### src/rtl/otpb_pkg.sv
package otpb_pkg;

    typedef enum logic [2:0] {
        M_STANDBY,
        M_INHIBIT,
        M_PROGRAM,
        M_DISABLE,
        M_READ,
        M_SIGNATURE
    } otpb_mode_e;

    typedef enum logic [2:0] {
        ST_STANDBY,
        ST_INHIBIT,
        ST_PROG,
        ST_OFF,
        ST_SETTLE,
        ST_DRIVE
    } otpb_state_e;

endpackage

### src/rtl/otpb_mode_decode.sv
module otpb_mode_decode
    import otpb_pkg::*;
(
    input  logic       ce_n,
    input  logic       oe_n,
    input  logic       vpp_hv,
    input  logic       sig_hv,
    output otpb_mode_e mode
);

    always_comb begin
        if (ce_n) begin
            mode = vpp_hv ? M_INHIBIT : M_STANDBY;
        end else if (vpp_hv) begin
            mode = M_PROGRAM;
        end else if (oe_n) begin
            mode = M_DISABLE;
        end else if (sig_hv) begin
            mode = M_SIGNATURE;
        end else begin
            mode = M_READ;
        end
    end

endmodule

### src/rtl/otpb_access_timer.sv
module otpb_access_timer #(
    parameter int AW      = 6,
    parameter int ACC_LAT = 4,
    parameter int OE_LAT  = 2
) (
    input  logic          clk,
    input  logic          rst_n,
    input  logic [AW-1:0] addr,
    input  logic          sig_hv,
    input  logic          sel_ok,
    input  logic          oe_ok,
    output logic          ready
);

    localparam int CW = $clog2(ACC_LAT + 1);
    localparam logic [CW-1:0] ACC_MAX = CW'(ACC_LAT);
    localparam logic [CW-1:0] OE_MIN  = CW'(OE_LAT);

    logic [CW-1:0] acnt_q, acnt_d;
    logic [CW-1:0] ocnt_q, ocnt_d;
    logic [AW-1:0] addr_q;
    logic          sig_q;
    logic          key_same;

    assign key_same = (addr == addr_q) && (sig_hv == sig_q);

    always_comb begin
        if (!sel_ok) begin
            acnt_d = '0;
        end else if ((acnt_q != '0) && key_same) begin
            acnt_d = (acnt_q == ACC_MAX) ? acnt_q : acnt_q + 1'b1;
        end else begin
            acnt_d = CW'(1);
        end

        if (!oe_ok) begin
            ocnt_d = '0;
        end else begin
            ocnt_d = (ocnt_q == ACC_MAX) ? ocnt_q : ocnt_q + 1'b1;
        end

        ready = (acnt_d >= ACC_MAX) && (ocnt_d >= OE_MIN);
    end

    always_ff @(posedge clk or negedge rst_n) begin
        if (!rst_n) begin
            acnt_q <= '0;
            ocnt_q <= '0;
            addr_q <= '0;
            sig_q  <= 1'b0;
        end else begin
            acnt_q <= acnt_d;
            ocnt_q <= ocnt_d;
            addr_q <= addr;
            sig_q  <= sig_hv;
        end
    end

endmodule

### src/rtl/otpb_cell_array.sv
module otpb_cell_array #(
    parameter int            AW       = 6,
    parameter int            DW       = 8,
    parameter logic [DW-1:0] MFR_CODE = 'h20,
    parameter logic [DW-1:0] DEV_CODE = 'h42
) (
    input  logic          clk,
    input  logic          rst_n,
    input  logic [AW-1:0] addr,
    input  logic [DW-1:0] din,
    input  logic          erase_all,
    input  logic          prog_strobe,
    input  logic          sig_sel,
    output logic [DW-1:0] rdata
);

    localparam int DEPTH = 1 << AW;

    logic [DW-1:0] cells [DEPTH];
    logic [DW-1:0] array_byte;

    for (genvar i = 0; i < DEPTH; i++) begin : g_cell
        logic [DW-1:0] byte_q;

        always_ff @(posedge clk or negedge rst_n) begin
            if (!rst_n) begin
                byte_q <= '1;
            end else if (erase_all) begin
                byte_q <= '1;
            end else if (prog_strobe && (addr == AW'(i))) begin
                byte_q <= byte_q & din;
            end
        end

        assign cells[i] = byte_q;
    end

    assign array_byte = cells[addr];
    assign rdata      = sig_sel ? (addr[0] ? DEV_CODE : MFR_CODE) : array_byte;

endmodule

### src/rtl/otp_byte_store.sv
module otp_byte_store
    import otpb_pkg::*;
#(
    parameter int            AW       = 6,
    parameter int            DW       = 8,
    parameter int            ACC_LAT  = 4,
    parameter int            OE_LAT   = 2,
    parameter logic [DW-1:0] MFR_CODE = 'h20,
    parameter logic [DW-1:0] DEV_CODE = 'h42
) (
    input  logic          clk,
    input  logic          rst_n,
    input  logic [AW-1:0] addr,
    input  logic          ce_n,
    input  logic          oe_n,
    input  logic          vpp_hv,
    input  logic          sig_hv,
    input  logic          erase_all,
    input  logic [DW-1:0] din,
    output logic [DW-1:0] dout,
    output logic          dout_en,
    output logic          standby
);

    otpb_mode_e    mode;
    otpb_state_e   state_q, state_d;
    logic          ce_n_q;
    logic          sel_ok, oe_ok, ready;
    logic          prog_strobe;
    logic [DW-1:0] rdata;

    assign sel_ok      = !ce_n && !vpp_hv;
    assign oe_ok       = sel_ok && !oe_n;
    assign prog_strobe = (mode == M_PROGRAM) && ce_n_q;

    otpb_mode_decode u_decode (
        .ce_n   (ce_n),
        .oe_n   (oe_n),
        .vpp_hv (vpp_hv),
        .sig_hv (sig_hv),
        .mode   (mode)
    );

    otpb_access_timer #(
        .AW      (AW),
        .ACC_LAT (ACC_LAT),
        .OE_LAT  (OE_LAT)
    ) u_timer (
        .clk    (clk),
        .rst_n  (rst_n),
        .addr   (addr),
        .sig_hv (sig_hv),
        .sel_ok (sel_ok),
        .oe_ok  (oe_ok),
        .ready  (ready)
    );

    otpb_cell_array #(
        .AW       (AW),
        .DW       (DW),
        .MFR_CODE (MFR_CODE),
        .DEV_CODE (DEV_CODE)
    ) u_cells (
        .clk         (clk),
        .rst_n       (rst_n),
        .addr        (addr),
        .din         (din),
        .erase_all   (erase_all),
        .prog_strobe (prog_strobe),
        .sig_sel     (mode == M_SIGNATURE),
        .rdata       (rdata)
    );

    // next-state selection
    always_comb begin
        unique case (mode)
            M_STANDBY:   state_d = ST_STANDBY;
            M_INHIBIT:   state_d = ST_INHIBIT;
            M_PROGRAM:   state_d = ST_PROG;
            M_DISABLE:   state_d = ST_OFF;
            M_READ,
            M_SIGNATURE: state_d = ready ? ST_DRIVE : ST_SETTLE;
            default:     state_d = ST_STANDBY;
        endcase
    end

    // state register and chip-select history
    always_ff @(posedge clk or negedge rst_n) begin
        if (!rst_n) begin
            state_q <= ST_STANDBY;
            ce_n_q  <= 1'b1;
        end else begin
            state_q <= state_d;
            ce_n_q  <= ce_n;
        end
    end

    // registered outputs
    always_ff @(posedge clk or negedge rst_n) begin
        if (!rst_n) begin
            dout    <= '0;
            dout_en <= 1'b0;
            standby <= 1'b1;
        end else begin
            dout_en <= (state_d == ST_DRIVE);
            dout    <= (state_d == ST_DRIVE) ? rdata : '0;
            standby <= (state_d == ST_STANDBY);
        end
    end

endmodule

### config.mk
export PLATFORM = sky130hd
export DESIGN_NAME = otp_byte_store
export DESIGN_NICKNAME = d
export VERILOG_FILES = /design/src/rtl/otpb_pkg.sv /design/src/rtl/otpb_mode_decode.sv /design/src/rtl/otpb_access_timer.sv /design/src/rtl/otpb_cell_array.sv /design/src/rtl/otp_byte_store.sv
export SDC_FILE = /design/constraint.sdc
export NUM_CORES = 1
export LEC_CHECK = 0
export BUFFER_PORTS_ARGS = -buffer_cell sky130_fd_sc_hd__clkbuf_2
export CAP_MARGIN = 20
export CELL_PAD_IN_SITES_DETAIL_PLACEMENT = 1
export CELL_PAD_IN_SITES_GLOBAL_PLACEMENT = 1
export CORE_MARGIN = 3
export CORE_UTILIZATION = 52
export CTS_CLUSTER_DIAMETER = 100
export CTS_CLUSTER_SIZE = 8
export DETAILED_ROUTE_END_ITERATION = 8
export PLACE_DENSITY = 0.9
export SLEW_MARGIN = 20
export SYNTH_ARGS = -nofsm -noshare
export SYNTH_HDL_FRONTEND = slang
export SYNTH_SLANG_ARGS = --single-unit
### constraint.sdc
create_clock -name clk -period 2.3 [get_ports clk]
set_input_delay 0.115 -clock clk [delete_from_list [all_inputs] [get_ports clk]]
set_output_delay 0.115 -clock clk [all_outputs]
set_load 0.01 [all_outputs]
==> results of run 1 <==
-- cells in the final DEF (no fill, tap or decap), drive strengths merged, types with 5 or more instances in the layout --
cell type and n:
xnor2 5, nor2 17, nand3 5, buf 95
dfrtp 22, nor3 11, dlygate4sd3 12, dfstp 514
clkbuf 116, o21ai 516, mux2i 26, nor2b 10
inv 11, mux4 144, nand2 82, a211oi 13
nand2b 515
-- timing repair --
action,CTS,global route
pin swaps,0,2
resized for setup,7,41
buffers inserted,0,1
endpoints found under the setup margin,6,63
hold buffers,12,0
endpoints found under the hold margin,78,0
-- worst max-delay path, cell delays in order, from the launching register on --
cell and delay (ps):
dfstp_2 520, nand3b_1 320, nor2_1 350, buf_4 250, nand2_1 310, o21ai_0 410, nand2b_1 130
-- cells by family after synthesis --
logic type               share of synthesized area
AND/OR/NAND/NOR                             0.1529
AO/OA/AOI/OAI                               0.1135
flip-flops                                  0.5569
buffers and inverters                      0.03148
multiplexers                                0.1402
XOR/XNOR                                  0.003074
adder cells (fa/ha/maj)                   0.001983
-- power by group through the flow --
| stage | Clock (mW) | Combinational [mW] | Sequential (mW) |
|---|---|---|---|
| 2_1_floorplan | 0 | 0.659 | 9.65 |
| 3_5_place_dp | 0 | 1.23 | 9.65 |
| 3_3_place_gp | 0 | 1.18 | 9.65 |
| 5_1_grt | 11.0 | 1.39 | 9.53 |
| 6_report | 10.6 | 1.33 | 9.53 |
| 4_1_cts | 10.5 | 1.29 | 9.53 |
-- metal layers --
metal | track usage | vias up
li1 | - | 7398
met1 | 0.4490 | 10240
met2 | 0.6150 | 1461
met3 | 0.1091 | 582
met4 | 0.2738 | 2
met5 | 0 | -
-- registers in the layout, indices dropped and copies added (netlist names) --
| signal | cells |
|---|---|
| standby | 1 |
| ce_n_q | 1 |
| u_timer.ocnt_q | 3 |
| u_timer.sig_q | 1 |
| u_cells.g_cell.byte_q | 512 |
| u_timer.acnt_q | 3 |
| u_timer.addr_q | 6 |
| dout | 8 |
| dout_en | 1 |
-- worst max-delay path by stage --
stage                                 start                      endpoint  slack (ps)  cells after the start
3_5_place_dp                        addr[0]  u_cells.g_cell[33].byte_q[5]        -290                      9
5_1_grt                              ce_n_q  u_cells.g_cell[29].byte_q[4]         -10                      6
6_report                             ce_n_q  u_cells.g_cell[22].byte_q[6]        -100                      6
3_3_place_gp                        addr[0]  u_cells.g_cell[35].byte_q[0]         -20                      9
4_1_cts        u_cells.g_cell[23].byte_q[5]                       dout[5]           2                      5
2_1_floorplan                       addr[0]                       dout[3]         250                      7
-- area by class of cell --
type                            instances  area [sq um]
Clock buffer                           89          2036
Clock inverter                          3         45.04
Fill cell                            4639         19100
Inverter                                9         33.78
Multi-Input combinational cell       1392         10500
Sequential cell                       536         14060
Tap cell                              615         769.5
Timing Repair Buffer                  134          1309
-- stage by stage --
step           area [sq um]  hold slack, ps
2_1_floorplan         25240          -180.6
3_5_place_dp          26440           280.3
3_3_place_gp          26440           275.0
6_report              28740           25.08
4_1_cts               28670           45.52
5_1_grt               28740           89.89
==> flow_summary_export.csv, run 1 <==
group,metric,value,unit
outcome,status,"finished, violations left",
outcome,violations,"negative setup slack",
pwr,switching_share,0.2492,
grt,grt_pass1_wl,145.6,mm
layout,diodes,0,
cts,htree_levels,3,
timing,fin_crit,2398,ps
pwr,vdd_ir_drop_max,0.4979,mV
logic_synthesis,yosysUniqueCellTypes,50,
hold_path,hold_path.class,"in2reg",
timing,timing_hold_violations_final,0,
timing,finalCritPeriodShare,1.043,
timing,setup_violations,23,
routing,firstDrtPassIters,6,
logic_synthesis,synth_ff_type,"dfstp_2",
pwr,p_int,16.12,mW
placement,place_congestion,0.8480,
grt,antenna_found_initial,1,
grt,grt_max_degree,129,
logic_synthesis,synth-seq-cells,536,
routing,top_layer_used,"met5",
routing,routedWlPerCell,34.90,um
critical_path,critPathRequiredTime,2850,ps
critical_path,r2r_slack,-100,ps
die,fp.coreArea,47850,sq um
logic_synthesis,yosys_warnings,0,
critical_path,rr_startpoint,"ce_n_q",
die,std_cell_rows,80,
placement,hpwl,51.67,mm
placement,post-place-cells,2673,
pwr,finalPower,21.47,mW
critical_path,cp_data_arrival_time,2950,ps
timing,worst_slew_pin_slew,1045,ps
critical_path,worstRegToRegCells,6,
grt,grt.total_usage,0.3848,
logic_synthesis,synth_fp_nets,2126,
pwr,pwr-share-clk,0.494,
critical_path,cp-start-kind,"register",
cts,clock_path_buffers,3,
routing,postRouteWirelength,96.94,mm
layout,final_nets,2174,
timing,max_freq,0.4170,GHz
cts,clock_latency,640,ps
layout,synthToLayoutAreaGrowth,13.89,%
grt,grt_pass1_vias,21920,
timing,slew_headroom,0.3033,
timing,finalWorstSetupSlack,-97.96,ps
critical_path,end_kind,"register",
routing,met3_length,9.346,mm
logic_synthesis,synth_area,25240,sq um
logic_synthesis,synthCells,2101,
timing,tns,-835.2,ps
logic_synthesis,synth-seq-area-share,0.5569,
logic_synthesis,ys_async_sr_fraction,1.000,
logic_synthesis,synth_top_area_cell,"dfstp_2",
hold_path,whs_path_depth,2,
routing,vias,19680,
cts,cts_num_sinks,536,
routing,wl_met1,33.44,mm
routing,drcViolationCount,0,
die,die_w,226.3,um
pwr,p_switching,5.352,mW
pwr,leakage,10.06,nW
placement,place_ws,-293.1,ps
die,die_h,226.3,um
grt,grt.overflow.total,0,
run,drv_cap,0,
logic_synthesis,synth_area_leaders,"dfstp_2, mux4_2, nand2b_1",
die,io_pins,31,
hold_path,holdPathEnd,"u_cells.g_cell[35].byte_q[2]",
placement,port_buffers,30,
routing,ant_nets,0,
cts,clkTransAtPathRegs,60,ps
logic_synthesis,synth_edf_count,0,
die,initial_core_util,0.5275,
layout,stdcell_count,2778,
timing,rsz0062_at_grt,"yes",
pwr,p_comb_frac,0.062,
logic_synthesis,synthTopCellsByCount,"nand2b_1, o21ai_0, dfstp_2",
routing,route.met2.wl,46.17,mm
logic_synthesis,synth.avg_cell_area,12.01,sq um
layout,drive_gt1_frac,0.4147,
critical_path,critical_path_class,"reg2reg",
routing,drtIter0Drc,2401,
cts,cts_buffers,76,
hold_path,hold_start,"erase_all",
layout,fin_util,0.6008,
critical_path,timing.rr.end,"u_cells.g_cell[22].byte_q[6]",
pwr,power_density,747.1,nW/um^2
critical_path,crit_fanout,8,
timing,skew,38.22,ps
routing,drt-vias-per-instance,7.084,
pwr,seqPwrFrac,0.444,
cts,clockRootBuffer,"clkbuf_16",
cts,cts_tree,"done",
die,die-area,51210,sq um
timing,maxSlewViolCount,0,
logic_synthesis,yosysTopAreaCellShare,0.5351,
No activity file was read; power rests on OpenSTA's default activity.
==> inputs of run 2 (changes only) <==
Settings changed: PLACE_DENSITY 0.9 to 0.86.
==> run 2 against run 1 <==
Compared with the run above: register-to-register slack about the same; clock power hardly changed; fmax about the same; combinational power decreased by 5%; via count decreased by 6.2%; clock skew shrank 10 ps; critical endpoint is now u_cells.g_cell[21].byte_q[4]; cell count down 0.14%; critical path type unchanged; the run still ends with negative setup slack left; flip-flop and latch count is the same.
==> flow_summary_export.csv, run 2 (synthesized netlist as in run 1, its figures left out) <==
group,metric,value,unit
critical_path,cp-start-kind,"register",
timing,tns,-140.1,ps
grt,grt_pass1_vias,20850,
pwr,p_int,16.04,mW
layout,final_common_cell,"nand2b_1",
timing,maxSlewViolCount,0,
pwr,seqPwrFrac,0.453,
grt,grt.overflow.total,0,
layout,fin_util,0.5981,
placement,dpl_cell_area,26410,sq um
critical_path,end_kind,"register",
pwr,power_density,735.5,nW/um^2
cts,cts_tree,"done",
hold_path,hold_path.class,"in2reg",
die,die_w,226.3,um
die,die-area,51210,sq um
placement,hpwl,49.73,mm
grt,grt.total_usage,0.3333,
pwr,leakage,10.01,nW
routing,vias,18460,
layout,final_nets,2169,
routing,drcViolationCount,0,
critical_path,critPathCapture,"u_cells.g_cell[21].byte_q[4]",
timing,rsz0062_at_grt,"yes",
routing,drtIter0Drc,1738,
pwr,p_switching,5.005,mW
timing,timing_hold_violations_final,0,
layout,regMostFlops,"u_cells.g_cell.byte_q",
routing,routedWlPerCell,30.22,um
critical_path,cp-startpoint,"ce_n_q",
grt,grt_pass1_wl,128.8,mm
layout,synthToLayoutAreaGrowth,13.39,%
cts,clkTransAtPathRegs,60,ps
cts,clock_latency,630,ps
pwr,vdd_ir_drop_max,0.4984,mV
pwr,p_comb_frac,0.060,
routing,postRouteWirelength,83.83,mm
layout,final_cell_mix,"nand2b_1, o21ai_0, dfstp_2",
layout,fillers,4676,
timing,holdWs,52.75,ps
run,drv_cap,0,
timing,finalWorstSetupSlack,-96.58,ps
die,initial_core_util,0.5275,
die,io_pins,31,
timing,fin_crit,2397,ps
die,std_cell_rows,80,
layout,top_regs,"u_cells.g_cell.byte_q: 512 flops, dout: 8 flops, u_timer.addr_q: 6 flops",
critical_path,critical_path_class,"reg2reg",
routing,drt-vias-per-instance,6.656,
timing,worst_slew_pin_slew,778.9,ps
critical_path,crit_fanout,8,
pwr,pwr-share-clk,0.487,
routing,ant_nets,0,
die,die_h,226.3,um
outcome,violations,"negative setup slack",
cts,htree_levels,3,
die,fp.coreArea,47850,sq um
cts,cts_num_sinks,536,
cts,cts_buffers,76,
outcome,status,"finished, violations left",
routing,firstDrtPassIters,5,
critical_path,rr_startpoint,"ce_n_q",
layout,stdcell_area,28620,sq um
grt,grt_max_degree,148,
timing,max_freq,0.4173,GHz
placement,port_buffers,30,
critical_path,timing.rr.end,"u_cells.g_cell[21].byte_q[4]",
timing,finalCritPeriodShare,1.042,
placement,place_ws,-178.8,ps
cts,clock_path_buffers,3,
pwr,switching_share,0.2378,
layout,drive_gt1_frac,0.4041,
placement,place_congestion,0.8430,
layout,largest_reg_flops,512,
critical_path,worstRegToRegCells,6,
timing,setup_violations,2,
grt,antenna_found_initial,1,
timing,slew_headroom,0.4794,
cts,clockRootBuffer,"clkbuf_16",
timing,skew,27.89,ps
critical_path,r2r_slack,-100,ps
critical_path,cp_data_arrival_time,2910,ps
critical_path,critPathRequiredTime,2810,ps
hold_path,hold_start,"din[0]",
run 2: cell types whose count changed in the layout (fill, tap and decap cells not counted), sizes merged:
cell    change
buf         -5
clkbuf      -1
clkinv      +1
diode       +1
run 2: power by group through the flow:
stage               clock network (mW)  logic, mW  registers [mW]
floorplan                            0      0.659            9.65
global placement                     0       1.17            9.65
detailed placement                   0       1.21            9.65
CTS                               10.3       1.24            9.53
global route                      10.8       1.33            9.53
finish                            10.3       1.26            9.54
run 2: cell type report:
type,count,area (sq um),share of cell area
Antenna cell,1,2.502,0.00008745
Clock buffer,88,2011,0.07026
Clock inverter,4,50.05,0.001749
Inverter,9,33.78,0.001181
Multi-Input combinational cell,1392,10410,0.3638
Sequential cell,536,14060,0.4912
Tap cell,615,769.5,0.02689
Timing Repair Buffer,129,1284,0.04486
run 2: worst min-delay path by stage:
| stage | depth (start not counted) | slack [ps] | to |
|---|---|---|---|
| final | 3 | 50 | u_cells.g_cell[57].byte_q[0] |
| after CTS | 3 | 30 | u_cells.g_cell[57].byte_q[0] |
| after global routing | 3 | 80 | u_cells.g_cell[59].byte_q[0] |
| after global placement | 1 | 140 | u_timer.sig_q |
| after detailed placement | 1 | 150 | u_timer.sig_q |
| after floorplan | 0 | -180 | dout[0] |
run 2: metrics by stage:
step,total power [mW],instances
5_1_grt,21.63,2773
6_report,21.05,2774
3_3_place_gp,10.82,2667
3_5_place_dp,10.87,2667
4_1_cts,21.09,2771
2_1_floorplan,10.31,2101
run 2: critical path, stage by stage (launching register included):
cell      delay (ps)
dfstp_2          530
nand3b_1         270
nor2_1           280
buf_4            200
nand2_1          310
o21ai_0          490
nand2b_1         180
run 2: metal layers:
metal	share of wire	vias to the layer above	track usage
met3	0.074	262	0.07082
met2	0.50	947	0.5503
met1	0.38	9864	0.4164
met5	0	-	0
li1	-	7391	-
met4	0.047	0	0.1736
run 2: what timing repair did:
action | 4_1_cts | 5_1_grt
buffers inserted | 0 | 2
resized for setup | 0 | 5
endpoints found under the hold margin | 145 | 0
endpoints found under the setup margin | 0 | 11
hold buffers | 12 | 0
==> inputs of run 3 (changes only) <==
Settings changed: SETUP_SLACK_MARGIN set to 0.05.
==> run 3 against run 2 <==
Compared with the run above: the flow still finishes with violations (negative setup slack); sequential power about the same; via count is 0.56% lower; core utilization barely moved; die area unchanged; first-iteration DRC count is 1.9% lower; register-to-register slack gained 60 ps; critical endpoint is now dout[1]; count of clock-buffer cells in the layout unchanged; highest routed layer unchanged; critical path type unchanged; global-route usage unchanged.
==> flow_summary_export.csv, run 3 (synthesized netlist as in run 1, its figures left out) <==
group,metric,value,unit
outcome,status,"finished, violations left",
outcome,violations,"negative setup slack",
placement,hpwl,49.73,mm
grt,grt.total_usage,0.3333,
critical_path,end_kind,"register",
pwr,p_comb_frac,0.060,
pwr,p_int,16.04,mW
cts,cts_num_sinks,536,
cts,clkTransAtPathRegs,50,ps
layout,regMostFlops,"u_cells.g_cell.byte_q",
grt,grt_max_degree,148,
layout,top_regs,"u_cells.g_cell.byte_q: 512 flops, dout: 8 flops, u_timer.addr_q: 6 flops",
placement,dpl_cell_area,26410,sq um
timing,fin_crit,2333,ps
die,die-area,51210,sq um
routing,ant_nets,0,
cts,clockRootBuffer,"clkbuf_16",
cts,cts_setup_buffers,0,
layout,drive_gt1_frac,0.4068,
routing,postRouteWirelength,83.34,mm
routing,drt-vias-per-instance,6.626,
timing,maxSlewViolCount,0,
layout,fillers,4676,
timing,finalWorstSetupSlack,-32.68,ps
routing,routedWlPerCell,30.08,um
die,fp.coreArea,47850,sq um
layout,diodes,0,
critical_path,rr_startpoint,"u_cells.g_cell[26].byte_q[1]",
layout,final_cell_mix,"nand2b_1, dfstp_2, o21ai_0",
timing,slew_headroom,0.4690,
cts,cts_buffers,76,
hold_path,hold_start,"din[0]",
layout,largest_reg_flops,512,
routing,drtIter0Drc,1705,
layout,area.sequential,14060,sq um
routing,firstDrtPassIters,5,
critical_path,cp_slowest_stage_delay,750,ps
timing,skew,29.99,ps
layout,final_common_cell,"nand2b_1",
critical_path,crit_fanout,2,
die,initial_core_util,0.5275,
pwr,finalPower,21.03,mW
critical_path,critPathRequiredTime,2790,ps
grt,grt_pass1_wl,128.8,mm
layout,synthToLayoutAreaGrowth,13.46,%
pwr,power_density,734.5,nW/um^2
grt,grt.overflow.total,0,
critical_path,cp_cell_sequence,"mux4_2 -> nor2b_1 -> a2111oi_1 -> nor3_1 -> o221ai_1 -> a21oi_1",
placement,port_buffers,30,
timing,rsz0062_at_grt,"yes",
routing,vias,18360,
pwr,leakage,10.01,nW
grt,grt_pass1_vias,20850,
grt,antenna_found_initial,1,
layout,multi_input_area,10450,sq um
cts,cts_tree,"done",
die,die_w,226.3,um
layout,final_nets,2167,
placement,place_congestion,0.8430,
critical_path,worst_path_max_delay_cell,"a2111oi_1",
cts,htree_levels,3,
pwr,seqPwrFrac,0.453,
timing,setup_violations,1,
critical_path,critical_path_class,"reg2reg",
run,drv_cap,0,
critical_path,crit_family,"compound AO/OA/AOI/OAI gates",
timing,max_freq,0.4287,GHz
timing,finalCritPeriodShare,1.014,
timing,timing_hold_violations_final,0,
routing,drcViolationCount,0,
cts,clock_latency,630,ps
critical_path,cp_data_arrival_time,2820,ps
critical_path,cp-startpoint,"u_cells.g_cell[26].byte_q[1]",
placement,place_ws,-178.8,ps
cts,clock_path_buffers,3,
layout,stdcell_area,28640,sq um
critical_path,cp-start-kind,"register",
pwr,pwr-share-clk,0.487,
timing,worst_slew_pin_slew,794.6,ps
die,std_cell_rows,80,
pwr,switching_share,0.2373,
hold_path,hold_path.class,"in2reg",
die,die_h,226.3,um
critical_path,path_buf_inv,0,
die,io_pins,31,
pwr,vdd_ir_drop_max,0.4917,mV
timing,holdWs,56.41,ps
pwr,p_switching,4.990,mW
run 3: cell types whose count changed in the layout (fill, tap and decap cells not counted):
cell and change:
o21ai_0 -12, o21ai_1 +12, nand2_1 -5, nand2_2 +5
buf_4 -2, a21boi_1 -1, a21boi_2 +1, a221oi_1 -1
a221oi_2 +1, diode_2 -1, nand4_2 -1, nand4_4 +1
nor3_2 -1, nor3_4 +1
run 3: worst min-delay path: cells and delay by family:
family / cells / cell delay, ps
compound gates: 1 / 240
simple gates: 1 / 60
buf+inv: 1 / 250
run 3: timing repair:
item | CTS | global route
resized for setup | 1 | 25
endpoints found under the setup margin | 2 | 30
pin swaps | 0 | 2
hold buffers | 12 | 0
gates cloned | 0 | 0
endpoints found under the hold margin | 145 | 0
run 3: worst paths after layout:
check,depth (start not counted),end,slack (ps)
max in group asynchronous,3,u_cells.g_cell[11].byte_q[6],1280
hold reg to reg,2,u_cells.g_cell[8].byte_q[3],480
min in group asynchronous,2,u_timer.addr_q[1],110
setup reg to reg,6,dout[1],-30
setup / recovery,6,dout[1],-30
hold / removal,3,u_cells.g_cell[59].byte_q[0],60
run 3: area by class of cell:
cell class	count	share of cell area
well taps	615	0.02687
flip-flops and latches	536	0.4908
inverters	9	0.001180
clock inverters	4	0.001748
multi-input cells	1392	0.3648
repair buffers	127	0.04430
clock buffers	88	0.07021
run 3: power groups by stage:
stage / Sequential, mW / Combinational, mW / Clock, mW
6_report: 9.54 / 1.26 / 10.2
5_1_grt: 9.53 / 1.33 / 10.8
2_1_floorplan: 9.65 / 0.659 / 0
4_1_cts: 9.53 / 1.24 / 10.3
3_3_place_gp: 9.65 / 1.17 / 0
3_5_place_dp: 9.65 / 1.21 / 0
run 3: stage by stage:
| stage | std cells | setup TNS [ps] | utilization |
|---|---|---|---|
| detailed placement | 2667 | -4699 | 0.5520 |
| floorplan | 2101 | 0 | - |
| global route | 2771 | -65.23 | 0.5985 |
| global placement | 2667 | -247.6 | 0.5520 |
| finish | 2771 | -32.68 | 0.5985 |
| CTS | 2771 | 0 | 0.5976 |
run 3: layer usage:
layer,share of wire,global-route usage
met4,0.048,0.1736
met2,0.50,0.5503
met3,0.072,0.07082
met5,0,0
met1,0.38,0.4164
